<file path="src/rtl/xcvr_mgmt_pkg.sv">
package xcvr_mgmt_pkg;

  typedef enum logic [1:0] {
    SEL_NONE = 2'd0,
    SEL_LOCK = 2'd1,
    SEL_MASK = 2'd2,
    SEL_STAT = 2'd3
  } regSel_e;

  // Strobes from the bus control to the register datapath
  typedef struct packed {
    logic    capture;  // latch read data this cycle
    regSel_e sel;      // decoded target word
    logic    wrMask;   // commit mask write
    logic    wrCmd;    // commit command write
  } mgmtStrobe_t;

endpackage

</file>
<file path="src/rtl/xcvr_mgmt_ctrl.sv">
module xcvr_mgmt_ctrl
  import xcvr_mgmt_pkg::*;
#(
  parameter int ADDR_W    = 10,
  parameter int LOCK_ADDR = 'h022,
  parameter int MASK_ADDR = 'h041,
  parameter int CMD_ADDR  = 'h042
) (
  input  logic              clk,
  input  logic              rstN,
  input  logic [ADDR_W-1:0] busAddr,
  input  logic              busWrite,
  input  logic              busRead,
  output logic              busWait,
  output mgmtStrobe_t       strb
);

  logic    accepted;
  logic    access;
  regSel_e sel;

  assign access  = busRead | busWrite;
  assign busWait = access & ~accepted;

  // One wait cycle, then one accept cycle, then back to idle
  always_ff @(posedge clk) begin
    if (!rstN)        accepted <= 1'b0;
    else if (busWait) accepted <= 1'b1;
    else              accepted <= 1'b0;
  end

  always_comb begin
    if (busAddr == ADDR_W'(LOCK_ADDR))      sel = SEL_LOCK;
    else if (busAddr == ADDR_W'(MASK_ADDR)) sel = SEL_MASK;
    else if (busAddr == ADDR_W'(CMD_ADDR))  sel = SEL_STAT;
    else                                    sel = SEL_NONE;
  end

  always_comb begin
    strb.capture = busWait & busRead;
    strb.sel     = sel;
    strb.wrMask  = accepted & busWrite & (sel == SEL_MASK);
    strb.wrCmd   = accepted & busWrite & (sel == SEL_STAT);
  end

  // a wait cycle is always followed by an accept cycle
  p_wait_single_r1: assert property (@(posedge clk) disable iff (!rstN)
    busWait |=> !busWait);

endmodule

</file>
<file path="src/rtl/xcvr_mgmt_dp.sv">
module xcvr_mgmt_dp
  import xcvr_mgmt_pkg::*;
#(
  parameter int NUM_CHAN   = 4,
  parameter int NUM_PLL    = 2,
  parameter int RST_CYCLES = 8
) (
  input  logic                clk,
  input  logic                rstN,
  input  mgmtStrobe_t         strb,
  input  logic [31:0]         busWdata,
  input  logic [NUM_PLL-1:0]  pllLock,
  input  logic [NUM_CHAN-1:0] txReadyIn,
  input  logic [NUM_CHAN-1:0] rxReadyIn,
  output logic [31:0]         busRdata,
  output logic [NUM_CHAN-1:0] txRstOut,
  output logic [NUM_CHAN-1:0] rxRstOut
);

  localparam int CNT_W = $clog2(RST_CYCLES + 1);
  localparam int NDIR  = 2;  // index 0 = TX, 1 = RX

  logic [NUM_CHAN-1:0]            maskReg;
  logic [NDIR-1:0][NUM_CHAN-1:0]  readyIn;
  logic [NDIR-1:0][NUM_CHAN-1:0]  heldSet;
  logic [NDIR-1:0][NUM_CHAN-1:0]  rstOut;
  logic [NDIR-1:0][CNT_W-1:0]     count;
  logic [NDIR-1:0]                active;
  logic [NDIR-1:0]                pending;
  logic [NDIR-1:0]                launch;
  logic [31:0]                    rdNext;
  logic                           unusedBits;

  assign unusedBits = ^busWdata;
  assign readyIn[0] = txReadyIn;
  assign readyIn[1] = rxReadyIn;

  always_ff @(posedge clk) begin
    if (!rstN)            maskReg <= '1;
    else if (strb.wrMask) maskReg <= busWdata[NUM_CHAN-1:0];
  end

  for (genvar d = 0; d < NDIR; d++) begin : g_dir
    assign launch[d] = strb.wrCmd & busWdata[d] & (|maskReg);

    always_ff @(posedge clk) begin
      if (!rstN) begin
        active[d]  <= 1'b0;
        pending[d] <= 1'b0;
        count[d]   <= '0;
        heldSet[d] <= '0;
      end else if (launch[d]) begin
        active[d]  <= 1'b1;
        pending[d] <= 1'b1;
        count[d]   <= CNT_W'(RST_CYCLES - 1);
        heldSet[d] <= active[d] ? (heldSet[d] | maskReg) : maskReg;
      end else begin
        if (active[d]) begin
          if (count[d] == '0) active[d] <= 1'b0;
          else                count[d]  <= count[d] - 1'b1;
        end
        if (pending[d] && !active[d] && (&(readyIn[d] | ~heldSet[d])))
          pending[d] <= 1'b0;
      end
    end

    assign rstOut[d] = active[d] ? heldSet[d] : '0;
  end

  assign txRstOut = rstOut[0];
  assign rxRstOut = rstOut[1];

  always_comb begin
    rdNext = '0;
    case (strb.sel)
      SEL_LOCK: rdNext[NUM_PLL-1:0]  = pllLock;
      SEL_MASK: rdNext[NUM_CHAN-1:0] = maskReg;
      SEL_STAT: rdNext[1:0]          = ~pending;
      default:  rdNext = '0;
    endcase
  end

  always_ff @(posedge clk) begin
    if (!rstN)             busRdata <= '0;
    else if (strb.capture) busRdata <= rdNext;
  end

  // newly raised TX reset lines were all enabled in the mask
  p_tx_masked_r4: assert property (@(posedge clk) disable iff (!rstN)
    (|(txRstOut & ~$past(txRstOut))) |-> ((txRstOut & ~$past(txRstOut) & ~$past(maskReg)) == '0));
  // a TX pulse only begins after a TX command strobe
  p_tx_from_cmd_r4: assert property (@(posedge clk) disable iff (!rstN)
    (|(txRstOut & ~$past(txRstOut))) |-> $past(strb.wrCmd && busWdata[0]));
  // an RX pulse only begins after an RX command strobe
  p_rx_from_cmd_r5: assert property (@(posedge clk) disable iff (!rstN)
    (|(rxRstOut & ~$past(rxRstOut))) |-> $past(strb.wrCmd && busWdata[1]));
  // ready flags are low while the matching reset is held
  p_ready_low_r7: assert property (@(posedge clk) disable iff (!rstN)
    ((|txRstOut) |-> pending[0]) and ((|rxRstOut) |-> pending[1]));
  // unmapped reads return zero
  p_undef_zero_r8: assert property (@(posedge clk) disable iff (!rstN)
    (strb.capture && strb.sel == SEL_NONE) |=> (busRdata == '0));

endmodule

</file>
<file path="src/rtl/xcvr_mgmt_regs.sv">
module xcvr_mgmt_regs
  import xcvr_mgmt_pkg::*;
#(
  parameter int ADDR_W     = 10,
  parameter int NUM_CHAN   = 4,
  parameter int NUM_PLL    = 2,
  parameter int RST_CYCLES = 8
) (
  input  logic                clk,
  input  logic                rstN,
  input  logic [ADDR_W-1:0]   busAddr,
  input  logic                busWrite,
  input  logic                busRead,
  input  logic [31:0]         busWdata,
  output logic [31:0]         busRdata,
  output logic                busWait,
  input  logic [NUM_PLL-1:0]  pllLock,
  input  logic [NUM_CHAN-1:0] txReadyIn,
  input  logic [NUM_CHAN-1:0] rxReadyIn,
  output logic [NUM_CHAN-1:0] txRstOut,
  output logic [NUM_CHAN-1:0] rxRstOut
);

  mgmtStrobe_t strb;

  xcvr_mgmt_ctrl #(.ADDR_W(ADDR_W)) u_ctrl (
    .clk(clk), .rstN(rstN), .busAddr(busAddr), .busWrite(busWrite),
    .busRead(busRead), .busWait(busWait), .strb(strb)
  );

  xcvr_mgmt_dp #(.NUM_CHAN(NUM_CHAN), .NUM_PLL(NUM_PLL), .RST_CYCLES(RST_CYCLES)) u_dp (
    .clk(clk), .rstN(rstN), .strb(strb), .busWdata(busWdata), .pllLock(pllLock),
    .txReadyIn(txReadyIn), .rxReadyIn(rxReadyIn), .busRdata(busRdata),
    .txRstOut(txRstOut), .rxRstOut(rxRstOut)
  );

endmodule

</file>
<file path="config.mk">
export PLATFORM = sky130hd
export DESIGN_NAME = xcvr_mgmt_regs
export DESIGN_NICKNAME = d
export VERILOG_FILES = /design/src/rtl/xcvr_mgmt_pkg.sv /design/src/rtl/xcvr_mgmt_ctrl.sv /design/src/rtl/xcvr_mgmt_dp.sv /design/src/rtl/xcvr_mgmt_regs.sv
export SDC_FILE = /design/constraint.sdc
export NUM_CORES = 1
export LEC_CHECK = 0
export BUFFER_PORTS_ARGS = -buffer_cell sky130_fd_sc_hd__buf_2
export CAP_MARGIN = 10
export CORE_ASPECT_RATIO = 1.2
export CORE_MARGIN = 8
export CORE_UTILIZATION = 47
export DETAILED_ROUTE_END_ITERATION = 7
export PLACE_DENSITY = 0.92
export SLEW_MARGIN = 20
export SYNTH_ARGS = -nofsm -noshare
export SYNTH_HDL_FRONTEND = slang
export SYNTH_HIERARCHICAL = 1
export SYNTH_SLANG_ARGS = --single-unit
</file>
<file path="constraint.sdc">
create_clock -name clk -period 3.14 [get_ports clk]
set_clock_uncertainty 0.1 [all_clocks]
set_input_delay 0.628 -clock clk [delete_from_list [all_inputs] [get_ports clk]]
set_output_delay 0.628 -clock clk [all_outputs]
set_load 0.01 [all_outputs]
</file>
# Word level (Yosys, flattened, before mapping)
# Cells that the tools add are included.
word_totals:
  inputBits: 56
  out_inout_bits: 41
  elab_cells: 91
  ff_bits: 29
classes:
  n_bitwise: 21
  n_mux: 26
  n_addsub: 2
  n_eq_ne: 8
  reduce_logical: 21
ops:
  columns: ["operator", "count"]
  rows:
  - ["== test 10 x 7 -> 1 bit, second input constant", 2]
  - ["two-way mux 3 bit", 6]
  - ["two-way mux 4 bit", 4]
  - ["bitwise OR 4 bit", 4]
  - ["two-way mux 1 bit", 11]
  - ["== test 10 x 6 -> 1 bit, second input constant", 1]
  - ["bitwise AND 1 bit", 9]
  - ["logical NOT 4 bit", 2]
  - ["two-way mux 2 bit", 4]
  - ["NOT 4 bit", 2]
  - ["AND reduction 2 bit", 4]
  - ["AND reduction 4 bit", 2]
  - ["nonzero test 2 bit", 4]
  - ["subtractor 4 x 1 -> 4 bit, second input constant", 2]
  - ["one-hot mux 2 bit (3 select lines)", 1]
  - ["== test 2 bit, second input constant", 2]
  - ["logical AND 1 bit", 4]
  - ["!= test 2 x 1 -> 1 bit, second input constant", 2]
  - ["NOT 1 bit", 4]
  - ["OR reduction 2 bit", 2]
  - ["OR reduction 4 bit", 1]
  - ["== test 2 x 1 -> 1 bit, second input constant", 1]
  - ["logical NOT 1 bit", 2]
  - ["NOT 2 bit", 1]
  - ["bitwise OR 1 bit", 1]

# Longest topological paths before layout
# Gate-level depths: netlist (run 1).
depth:
  word_depth: 10
  mapped_depth: 6
  depth_no_buf: 6

# Cells and area by module
# The synthesis (run 1) kept the hierarchy.
modules_own_cells:
  columns: ["mod", "area_per_inst_um2", "cells_each", "instances", "seq_area_each_um2"]
  rows:
  - ["xcvr_mgmt_dp", 1498.9, 177, 1, 560.5]
  - ["xcvr_mgmt_ctrl", 128.9, 16, 1, 20.0]

# Worst setup path after synthesis (run 1)
# OpenSTA, ideal clock, no wires.
synth_timing:
  kind: "in2reg"
  start: "input port busAddr[9]"
  end: "register u_dp.busRdata[3]"
  setup_ns: 0.076
  path_slack_ns: 0.851
  required_ns: 2.964
  arrival_ns: 2.113
  n_path_buf: 0
  cell_stages: 5
  path_cell_list: "or4_4 > a2111oi_2 > nor2b_1 > nand3_1 > a21boi_0"
synth_lines:
  columns: ["element", "line", "source"]
  rows:
  - ["from (decl)", "xcvr_mgmt_regs.sv:11", "input logic [ADDR_W-1:0] busAddr,"]
  - ["to (signal assigned)", "xcvr_mgmt_dp.sv:85", "else if (strb.capture) busRdata <= rdNext;"]
  - ["to (decl)", "xcvr_mgmt_dp.sv:15", "output logic [31:0] busRdata,"]

==> flow_summary.ini, run 1 <==
[run_status]
outcome = complete, no violations

[placed_design]
numPortBuffers = 40
dp_slack_ps = 517
placer_s_final_routability_congestion_estimate = 0.782
hpwl_mm = 2.79

[floorplanning]
chipWidth_um = 69.7
core_area_um2 = 3340
total_i_o_pin_count = 97
design.die.area_um2 = 5610
die_height_um = 80.5
initial_cell_density_of_the_core_pct = 48.8
num_rows = 23

[timing]
layout_worst_path_cycle_share_pct = 77.5
worst_slew_pin_slew_ps = 572
aggregate_negative_setup_slack_ps = 0
setup_repair_after_global_routing_missed_its_margin = no
worst_slew_margin_rel_pct = 61.8
finalSetupViolations = 0
finalMaxSlewViolations = 0
worst_slack_ps = 707
hold_viol = 0
timing.final.crit_period_ps = 2430
highest_clock_frequency_the_design_can_meet_mhz = 411

[synthesis]
synth_area_per_cell_um2 = 8.43
synthDistinctLibCells = 34
syn_inst = 193
yosysWarnings = 6
synth-seq-area-share_pct = 35.7
synth-seq-cells = 29
mappedNetlistArea_um2 = 1630

[power]
power_density_cells_nw_per_um2 = 473
seq_power_share_pct = 41.7
internal_power_mw = 0.709
p_leak_nw = 0.829
irDropWorstVdd_mv = 0.419
post-layout-total-power_mw = 0.892
switching_part_of_the_total_pct = 20.5
power.clock.fraction_pct = 51.0
combinational_power_share_pct = 7.2
power_switching_mw = 0.183

[grt]
grt_pass1_wl_mm = 6.04
total_grt_usage_pct = 13.2
antenna_found_initial = 0
leftover_overflow_at_the_end_of_global_routing = 0
grt_max_degree = 34
first_global_vias = 1457

[clock_network]
cts_hold_buf = 0
ctsRootBufferMaster = sky130_fd_sc_hd__clkbuf_8
path_clk_slew_ps = 60
tritoncts = yes
cts.sinks = 29
clk-insertion-delay-late_ps = 280
h_tree_levels = 2
max-clock-path-buffers = 2
number_of_resized_instances_in_the_post_cts_repair_step = 0
postCtsSetupRepairBufs = 0
cts_made_buffers = 5

[route]
vias = 1398
drt_wl_total_mm = 3.81
route.detailed.drc = 0
viasPerCell = 5.08
ant_nets_after_route = 0
detail_route.wl_per_cell_um = 13.9
drt-initial-drc-count = 44
detailedRoute.firstPassIterationCount = 4

[cells_and_area]
antennaDiodeCount = 0
layout-drive-gt1-share_pct = 25.2
syn_to_final_growth_pct = 16.0
filler_cell_count = 292
num-nets-final = 295

[hold_path]
min_path_type = flip-flop to flip-flop

[setup_path]
crit_type = input port to flip-flop
crit_path_end_kind = flip-flop
worst-endpoint-required_ps = 3240
worst-endpoint-arrival_ps = 2540
timing.critical_path.from_type = input port
timing.critical_path.fanout_max = 4

[job]
drv_cap = 0
==> area by class of cell <==
cell class | instances | area (µm²) | share of cell area [%]
clock inverters | 3 | 65.1 | 3.45
flip-flops and latches | 29 | 581 | 30.7
clock buffers | 5 | 68.8 | 3.64
well taps | 37 | 46.3 | 2.45
repair buffers | 44 | 230 | 12.2
inverters | 15 | 56.3 | 2.98
multi-input cells | 142 | 841 | 44.5
==> cell usage after synthesis (all sizes together) <==
| library cell | n | area share, % |
|---|---|---|
| a21boi | 12 | 5.5 |
| o31ai | 3 | 1.4 |
| nor3b | 3 | 1.4 |
| nand2b | 6 | 2.3 |
| o22ai | 12 | 4.6 |
| ha | 2 | 1.5 |
| a31oi | 2 | 0.77 |
| mux2 | 2 | 1.4 |
| o21ai | 3 | 0.92 |
| mux2i | 6 | 3.7 |
| and2 | 8 | 3.1 |
| nand3 | 4 | 1.8 |
| nor2 | 6 | 1.4 |
| a2111oi | 1 | 0.92 |
| dfxtp | 29 | 36 |
| or4b | 2 | 1.2 |
| conb | 1 | 0.23 |
| nor3 | 2 | 0.61 |
| or4 | 2 | 1.4 |
| nand4b | 1 | 0.54 |
| clkbuf | 4 | 1.2 |
| nor4 | 3 | 1.2 |
| xnor2 | 3 | 1.6 |
| inv | 15 | 3.5 |
| buf | 30 | 14 |
| nor2b | 2 | 0.77 |
| nand2 | 24 | 5.5 |
| a21oi | 4 | 1.2 |
| or2 | 1 | 0.38 |
==> sequential cells by signal (all words and copies together) (netlist names) <==
name / count
u_dp/count: 8
u_dp/heldSet: 8
u_dp/busRdata: 4
u_dp/maskReg: 4
u_dp/active: 2
u_dp/pending: 2
u_ctrl/accepted: 1
==> metal layers <==
layer | vias to the layer above | wire length (µm) | global-route usage (%)
met3 | 18 | 311 | 6.40
li1 | 686 | - | -
met4 | 0 | 143 | 8.45
met2 | 56 | 1950 | 24.1
met5 | - | 0 | 0
met1 | 638 | 1410 | 11.3
==> cell families (layout without fill, tap and decap cells) <==
family,after synthesis,count (layout),share of synthesized area (%)
AO/OA/AOI/OAI,37,37,15.4
flip-flops,29,29,35.7
multiplexers,8,8,5.07
other,1,28,0.230
buffers and inverters,49,67,18.9
XOR/XNOR,3,3,1.61
AND/OR/NAND/NOR,64,64,21.6
adder cells (fa/ha/maj),2,2,1.54
==> worst paths after layout <==
kind | from | cells after the start | slack (ps) | endpoint
worst max register to register | u_dp/count[4] | 6 | 1350 | u_dp/count[5]
worst max-delay path | busAddr[9] | 6 | 710 | u_dp/busRdata[3]
worst min-delay path | u_dp/heldSet[1] | 2 | 380 | u_dp/heldSet[1]
worst min register to register | u_dp/heldSet[1] | 2 | 380 | u_dp/heldSet[1]
==> power groups by stage <==
| stage | Combinational [mW] | Sequential [mW] | Clock, mW |
|---|---|---|---|
| final | 0.0644 | 0.372 | 0.455 |
| after global routing | 0.0712 | 0.373 | 0.475 |
| after CTS | 0.0627 | 0.372 | 0.461 |
| after detailed placement | 0.0616 | 0.381 | 0 |
| after global placement | 0.0606 | 0.380 | 0 |
| after floorplan | 0.0625 | 0.381 | 0 |
==> per-stage QoR <==
step | util (%) | hold WS, ps | std cells | instance area, µm²
final | 56.6 | 381 | 275 | 1890
after global routing | 56.6 | 402 | 275 | 1890
after CTS | 56.6 | 380 | 275 | 1890
after detailed placement | 52.5 | 369 | 267 | 1750
after global placement | 52.5 | 362 | 267 | 1750
after floorplan | - | 344 | 220 | 1730
==> cell usage in the layout, fill, tap and decap left out, drive strengths merged, types with 3 or more instances in the layout <==
cell type  synthesis  routed
clkbuf             4       5
nand2b             6       6
nor3b              3       3
nand2             24      24
o21ai              3       3
a21boi            12      12
nor2               6       6
o31ai              3       3
and2               8       8
buf               30      44
nor4               3       3
conb               1      28
a21oi              4       4
mux2i              6       6
nand3              4       4
xnor2              3       3
dfxtp             29      29
inv               15      15
o22ai             12      12
==> worst max-delay path, stage by stage <==
cell and delay [ps]:
sky130_fd_sc_hd__buf_2 100, sky130_fd_sc_hd__or4_4 560, sky130_fd_sc_hd__a2111oi_2 540, sky130_fd_sc_hd__nor2b_1 400, sky130_fd_sc_hd__nand3_1 110, sky130_fd_sc_hd__a21boi_0 200
No activity file was read; power rests on OpenSTA's default activity.
==> run 2, diff against run 1 <==
--- a/config.mk
+++ b/config.mk
@@ -5,13 +5,14 @@
 export SDC_FILE = /design/constraint.sdc
 export NUM_CORES = 1
 export LEC_CHECK = 0
+export ABC_AREA = 1
 export BUFFER_PORTS_ARGS = -buffer_cell sky130_fd_sc_hd__buf_2
 export CAP_MARGIN = 10
 export CORE_ASPECT_RATIO = 1.2
 export CORE_MARGIN = 8
-export CORE_UTILIZATION = 47
+export CORE_UTILIZATION = 45
 export DETAILED_ROUTE_END_ITERATION = 7
-export PLACE_DENSITY = 0.92
+export PLACE_DENSITY = 0.86
 export SLEW_MARGIN = 20
 export SYNTH_ARGS = -nofsm -noshare
 export SYNTH_HDL_FRONTEND = slang
==> constraint.sdc (replaced) <==
create_clock -name clk -period 2.3 [get_ports clk]
set_clock_uncertainty 0.1 [all_clocks]
set_input_delay 0.46 -clock clk [delete_from_list [all_inputs] [get_ports clk]]
set_output_delay 0.46 -clock clk [all_outputs]
set_load 0.01 [all_outputs]
==> flow_summary.ini, run 2 <==
[route]
detailedRoute.firstPassIterationCount = 4
ant_nets_after_route = 0
route.detailed.drc = 0
vias = 1703
detail_route.wl_per_cell_um = 10.7
drt-initial-drc-count = 49
drt_wl_total_mm = 3.98
viasPerCell = 4.58

[cells_and_area]
layout_commonest_cell = sky130_fd_sc_hd__nand2_1
most-common-layout-cells = 77 x sky130_fd_sc_hd__nand2_1, 45 x sky130_fd_sc_hd__inv_1, 40 x sky130_fd_sc_hd__buf_2
layout-drive-gt1-share_pct = 21.1
syn_to_final_growth_pct = 13.5
utilization_pct = 53.1
largest_registers = u_dp/count x8, u_dp/heldSet x8
stdcell_count = 372
num-nets-final = 375
antennaDiodeCount = 0

[grt]
total_grt_usage_pct = 13.3
leftover_overflow_at_the_end_of_global_routing = 0
grt_pass1_wl_mm = 6.87
grt_max_degree = 16
antenna_found_initial = 0
first_global_vias = 1696

[floorplanning]
initial_cell_density_of_the_core_pct = 46.8
num_rows = 25
total_i_o_pin_count = 97
core_area_um2 = 3910
chipWidth_um = 74.2
die_height_um = 85.8
design.die.area_um2 = 6370

[timing]
timing.final.crit_period_ps = 1730
finalSetupViolations = 0
layout_worst_path_cycle_share_pct = 75.2
aggregate_negative_setup_slack_ps = 0
highest_clock_frequency_the_design_can_meet_mhz = 578
worst_slew_pin_slew_ps = 523
worst_slack_ps = 570
setup_repair_after_global_routing_missed_its_margin = no
hold_viol = 0
finalMaxSlewViolations = 0
worst_slew_margin_rel_pct = 65.1

[synthesis]
synthDistinctLibCells = 27
syn_inst = 275
netlist_top_cells_area = sky130_fd_sc_hd__dfxtp_1 32%, sky130_fd_sc_hd__nand2_1 16%, sky130_fd_sc_hd__buf_4 12%
async_flop_share_pct = 0
post-synth-top-count-cell = sky130_fd_sc_hd__nand2_1
ys.flop_type = sky130_fd_sc_hd__dfxtp_1
synth_top_cells_by_count = 77 x sky130_fd_sc_hd__nand2_1, 45 x sky130_fd_sc_hd__inv_1, 29 x sky130_fd_sc_hd__buf_4, 29 x sky130_fd_sc_hd__dfxtp_1, 23 x sky130_fd_sc_hd__nand3_1
synth_edf_count = 0
synth-seq-area-share_pct = 31.7
synth_area_per_cell_um2 = 6.65
netlist.area_leader.share_pct = 31.7
mappedNetlistArea_um2 = 1830
synth-seq-cells = 29
synth.largest_area_cell = sky130_fd_sc_hd__dfxtp_1
yosysWarnings = 6

[setup_path]
reg2reg_to = u_dp/count[6]
reg2reg_slack_ps = 870
worst-endpoint-arrival_ps = 1170
timing.critical_path.from_type = flip-flop
timing.critical_path.from = u_dp/active[0]
timing.critical_path.fanout_max = 11
crit_type = flip-flop to output port
timing.reg2reg.worst_path_depth = 7
crit_path_end_kind = output port
worst_r2r_startpoint = u_dp/count[4]
worst-endpoint-required_ps = 1740
crit_path_end = txRstOut[1]

[clock_network]
cts.sinks = 29
cts_made_buffers = 5
clk-insertion-delay-late_ps = 280
cts_hold_buf = 0
postCtsSetupRepairBufs = 0
path_clk_slew_ps = 60
ctsRootBufferMaster = sky130_fd_sc_hd__clkbuf_8
tritoncts = yes
h_tree_levels = 2
max-clock-path-buffers = 2
number_of_resized_instances_in_the_post_cts_repair_step = 0

[run_status]
outcome = complete, no violations

[job]
drv_cap = 0

[placed_design]
hpwl_mm = 3.13
placer_s_final_routability_congestion_estimate = 0.819
placed_cells_incl_taps = 364
numPortBuffers = 40
dp_slack_ps = 431

[hold_path]
min_path_type = input port to flip-flop

[power]
p_leak_nw = 1.16
irDropWorstVdd_mv = 0.391
power_density_cells_nw_per_um2 = 553
-- run 2: logic make-up after synthesis --
logic type	Yosys count	synth area share (%)
AOI/OAI and AO/OA	31	10.6
adders and majority gates	2	1.37
buffers and inverters	79	23.1
DFF	29	31.7
other	1	0.205
and+or+nand+nor	133	33.0
-- run 2: cell type report --
cell class / count / area [µm²]
multi-input cells: 194 / 927
well taps: 54 / 67.6
fillers: 390 / 1830
clock buffers: 6 / 82.6
flip-flops and latches: 29 / 581
clock inverters: 2 / 37.5
inverters: 46 / 173
repair buffers: 41 / 208
-- run 2: worst min path at each step --
stage,start,cells after the start,endpoint
floorplan,u_dp/count[0],2,u_dp/count[0]
global placement,u_dp/busRdata[0],2,u_dp/busRdata[0]
detailed placement,u_dp/busRdata[1],2,u_dp/busRdata[1]
CTS,busWdata[3],3,u_dp/maskReg[3]
global route,busWdata[3],3,u_dp/maskReg[3]
finish,busWdata[3],3,u_dp/maskReg[3]
-- run 2: per-layer routing --
| layer | vias to the layer above | GRT usage, % | share of wire, % |
|---|---|---|---|
| met2 | 59 | 23.5 | 49 |
| li1 | 875 | - | - |
| met1 | 762 | 13.6 | 41 |
| met4 | 0 | 5.65 | 1.7 |
| met5 | - | 0 | 0 |
| met3 | 7 | 4.55 | 8.4 |
-- run 2: through the flow --
stage          total power, mW  hold WS, ps  area, µm²
2_1_floorplan            0.605          352       1930
3_3_place_gp             0.604          356       1960
3_5_place_dp             0.605          358       1960
4_1_cts                   1.16          281       2080
5_1_grt                   1.20          294       2080
6_report                  1.15          287       2080
-- run 2: worst max-delay path, cell delays in order, from the launching register on --
cell and delay (ps):
sky130_fd_sc_hd__dfxtp_1 550, sky130_fd_sc_hd__nand2_1 100, sky130_fd_sc_hd__inv_1 100, sky130_fd_sc_hd__buf_2 140
-- run 2: where the power goes --
| part | internal, mW | total [mW] | switching, mW |
|---|---|---|---|
| combinational | 0.0291 | 0.0863 | 0.0572 |
| sequential | 0.506 | 0.509 | 0.00264 |
| clock | 0.352 | 0.552 | 0.201 |
==> run 3, diff against run 2 <==
--- a/config.mk
+++ b/config.mk
@@ -10,9 +10,9 @@
 export CAP_MARGIN = 10
 export CORE_ASPECT_RATIO = 1.2
 export CORE_MARGIN = 8
-export CORE_UTILIZATION = 45
+export CORE_UTILIZATION = 41
 export DETAILED_ROUTE_END_ITERATION = 7
-export PLACE_DENSITY = 0.86
+export PLACE_DENSITY = 0.83
 export SLEW_MARGIN = 20
 export SYNTH_ARGS = -nofsm -noshare
 export SYNTH_HDL_FRONTEND = slang
==> constraint.sdc (replaced) <==
create_clock -name clk -period 1.59 [get_ports clk]
set_clock_uncertainty 0.1 [all_clocks]
set_input_delay 0.318 -clock clk [delete_from_list [all_inputs] [get_ports clk]]
set_output_delay 0.318 -clock clk [all_outputs]
set_load 0.01 [all_outputs]
==> flow_summary.ini, run 3 (synthesis gave the netlist of run 2 again) <==
[clock_network]
cts.sinks = 29
tritoncts = yes
max-clock-path-buffers = 2
ctsRootBufferMaster = sky130_fd_sc_hd__clkbuf_8
h_tree_levels = 2
cts_made_buffers = 5
clk-insertion-delay-late_ps = 280
path_clk_slew_ps = 60

[route]
viasPerCell = 4.52
ant_nets_after_route = 0
detail_route.wl_per_cell_um = 10.9
vias = 1723
route.detailed.drc = 0
drt-initial-drc-count = 85
detailedRoute.firstPassIterationCount = 4
drt_wl_total_mm = 4.15

[power]
irDropWorstVdd_mv = 0.575
power_density_cells_nw_per_um2 = 702
p_leak_nw = 1.19

[grt]
leftover_overflow_at_the_end_of_global_routing = 0
antenna_found_initial = 0
total_grt_usage_pct = 12.6
grt_pass1_wl_mm = 7.02
grt_max_degree = 15
first_global_vias = 1661

[timing]
setup_repair_after_global_routing_missed_its_margin = no
timing.final.crit_period_ps = 1460
highest_clock_frequency_the_design_can_meet_mhz = 686
finalSetupViolations = 0
hold_viol = 0
finalMaxSlewViolations = 0
aggregate_negative_setup_slack_ps = 0
layout_worst_path_cycle_share_pct = 91.7

[job]
drv_cap = 0

[setup_path]
worst_r2r_startpoint = u_dp/count[5]
timing.critical_path.from = u_dp/active[1]
worst-endpoint-arrival_ps = 1040
timing.critical_path.fanout_max = 7
crit_type = flip-flop to output port
timing.critical_path.from_type = flip-flop
worst-endpoint-required_ps = 1170
crit_path_end_kind = output port

[cells_and_area]
fin_area_um2 = 2110
antennaDiodeCount = 0
layout-drive-gt1-share_pct = 22.8
layout_commonest_cell = sky130_fd_sc_hd__nand2_1
most-common-layout-cells = 77 x sky130_fd_sc_hd__nand2_1, 45 x sky130_fd_sc_hd__inv_1, 40 x sky130_fd_sc_hd__buf_2
syn_to_final_growth_pct = 15.1
stdcell_count = 381
num-nets-final = 383
utilization_pct = 49.4
largest_registers = u_dp/count x8, u_dp/heldSet x8

[floorplanning]
total_i_o_pin_count = 97
core_area_um2 = 4260
chipWidth_um = 77.0
initial_cell_density_of_the_core_pct = 42.9
die_height_um = 89.2
num_rows = 26
design.die.area_um2 = 6860

[placed_design]
numPortBuffers = 40
post_dp_cell_area_um2 = 2020
placer_s_final_routability_congestion_estimate = 0.808
placed_cells_incl_taps = 374
hpwl_mm = 3.33

[hold_path]
min_path_type = input port to flip-flop
hold_start = busWdata[2]

[run_status]
outcome = complete, no violations
run 3: cell types whose count changed in the layout (fill, tap and decap cells not counted):
cell | previous run | this run
sky130_fd_sc_hd__buf_4 | 1 | 9
sky130_fd_sc_hd__clkbuf_1 | 0 | 1
sky130_fd_sc_hd__dfxtp_1 | 29 | 28
sky130_fd_sc_hd__clkinvlp_4 | 1 | 0
sky130_fd_sc_hd__bufinv_16 | 1 | 0
sky130_fd_sc_hd__dfxtp_2 | 0 | 1
run 3: worst paths after layout:
path                       to  slack (ps)  cells after the start
max               rxRstOut[1]         130                      3
min           u_dp/maskReg[2]         150                      3
max reg2reg     u_dp/count[6]         180                      8
min reg2reg  u_dp/busRdata[0]         360                      2
run 3: per-layer routing:
metal	track usage (%)	up-vias	wire length [µm]
li1	-	895	-
met3	5.53	7	324
met4	5.50	0	64
met1	12.3	764	1700
met5	0	-	0
met2	22.8	57	2060
run 3: where the power goes:
part | leakage (nW) | internal [mW] | switching, mW
registers | 0.235 | 0.732 | 0.00407
logic | 0.910 | 0.0454 | 0.0856
clock network | 0.0443 | 0.342 | 0.268
run 3: layout make-up:
| cell class | count | area (µm²) |
|---|---|---|
| repair buffers | 49 | 268 |
| clock buffers | 7 | 86.3 |
| fillers | 458 | 2160 |
| multi-input cells | 194 | 927 |
| flip-flops and latches | 29 | 582 |
| inverters | 46 | 173 |
| well taps | 56 | 70.1 |
run 3: critical path, cell delays in order (launching register included):
cell and delay, ps:
sky130_fd_sc_hd__dfxtp_1 450, sky130_fd_sc_hd__nand2_1 90, sky130_fd_sc_hd__inv_1 80, sky130_fd_sc_hd__buf_2 130
run 3: what timing repair did:
action | CTS | global route
gates resized for setup | 0 | 1
hold buffers | 0 | 0
buffers inserted | 0 | 0
endpoints found under the setup margin | 0 | 4
run 3: through the flow:
| step | hold WS [ps] | power (mW) | setup slack, ps |
|---|---|---|---|
| 3_3_place_gp | 357 | 0.879 | -45.8 |
| 3_5_place_dp | 361 | 0.881 | -97.2 |
| 5_1_grt | 163 | 1.55 | 30.1 |
| 4_1_cts | 136 | 1.50 | 29.0 |
| 2_1_floorplan | 340 | 0.876 | 85.6 |
| 6_report | 145 | 1.48 | 132 |
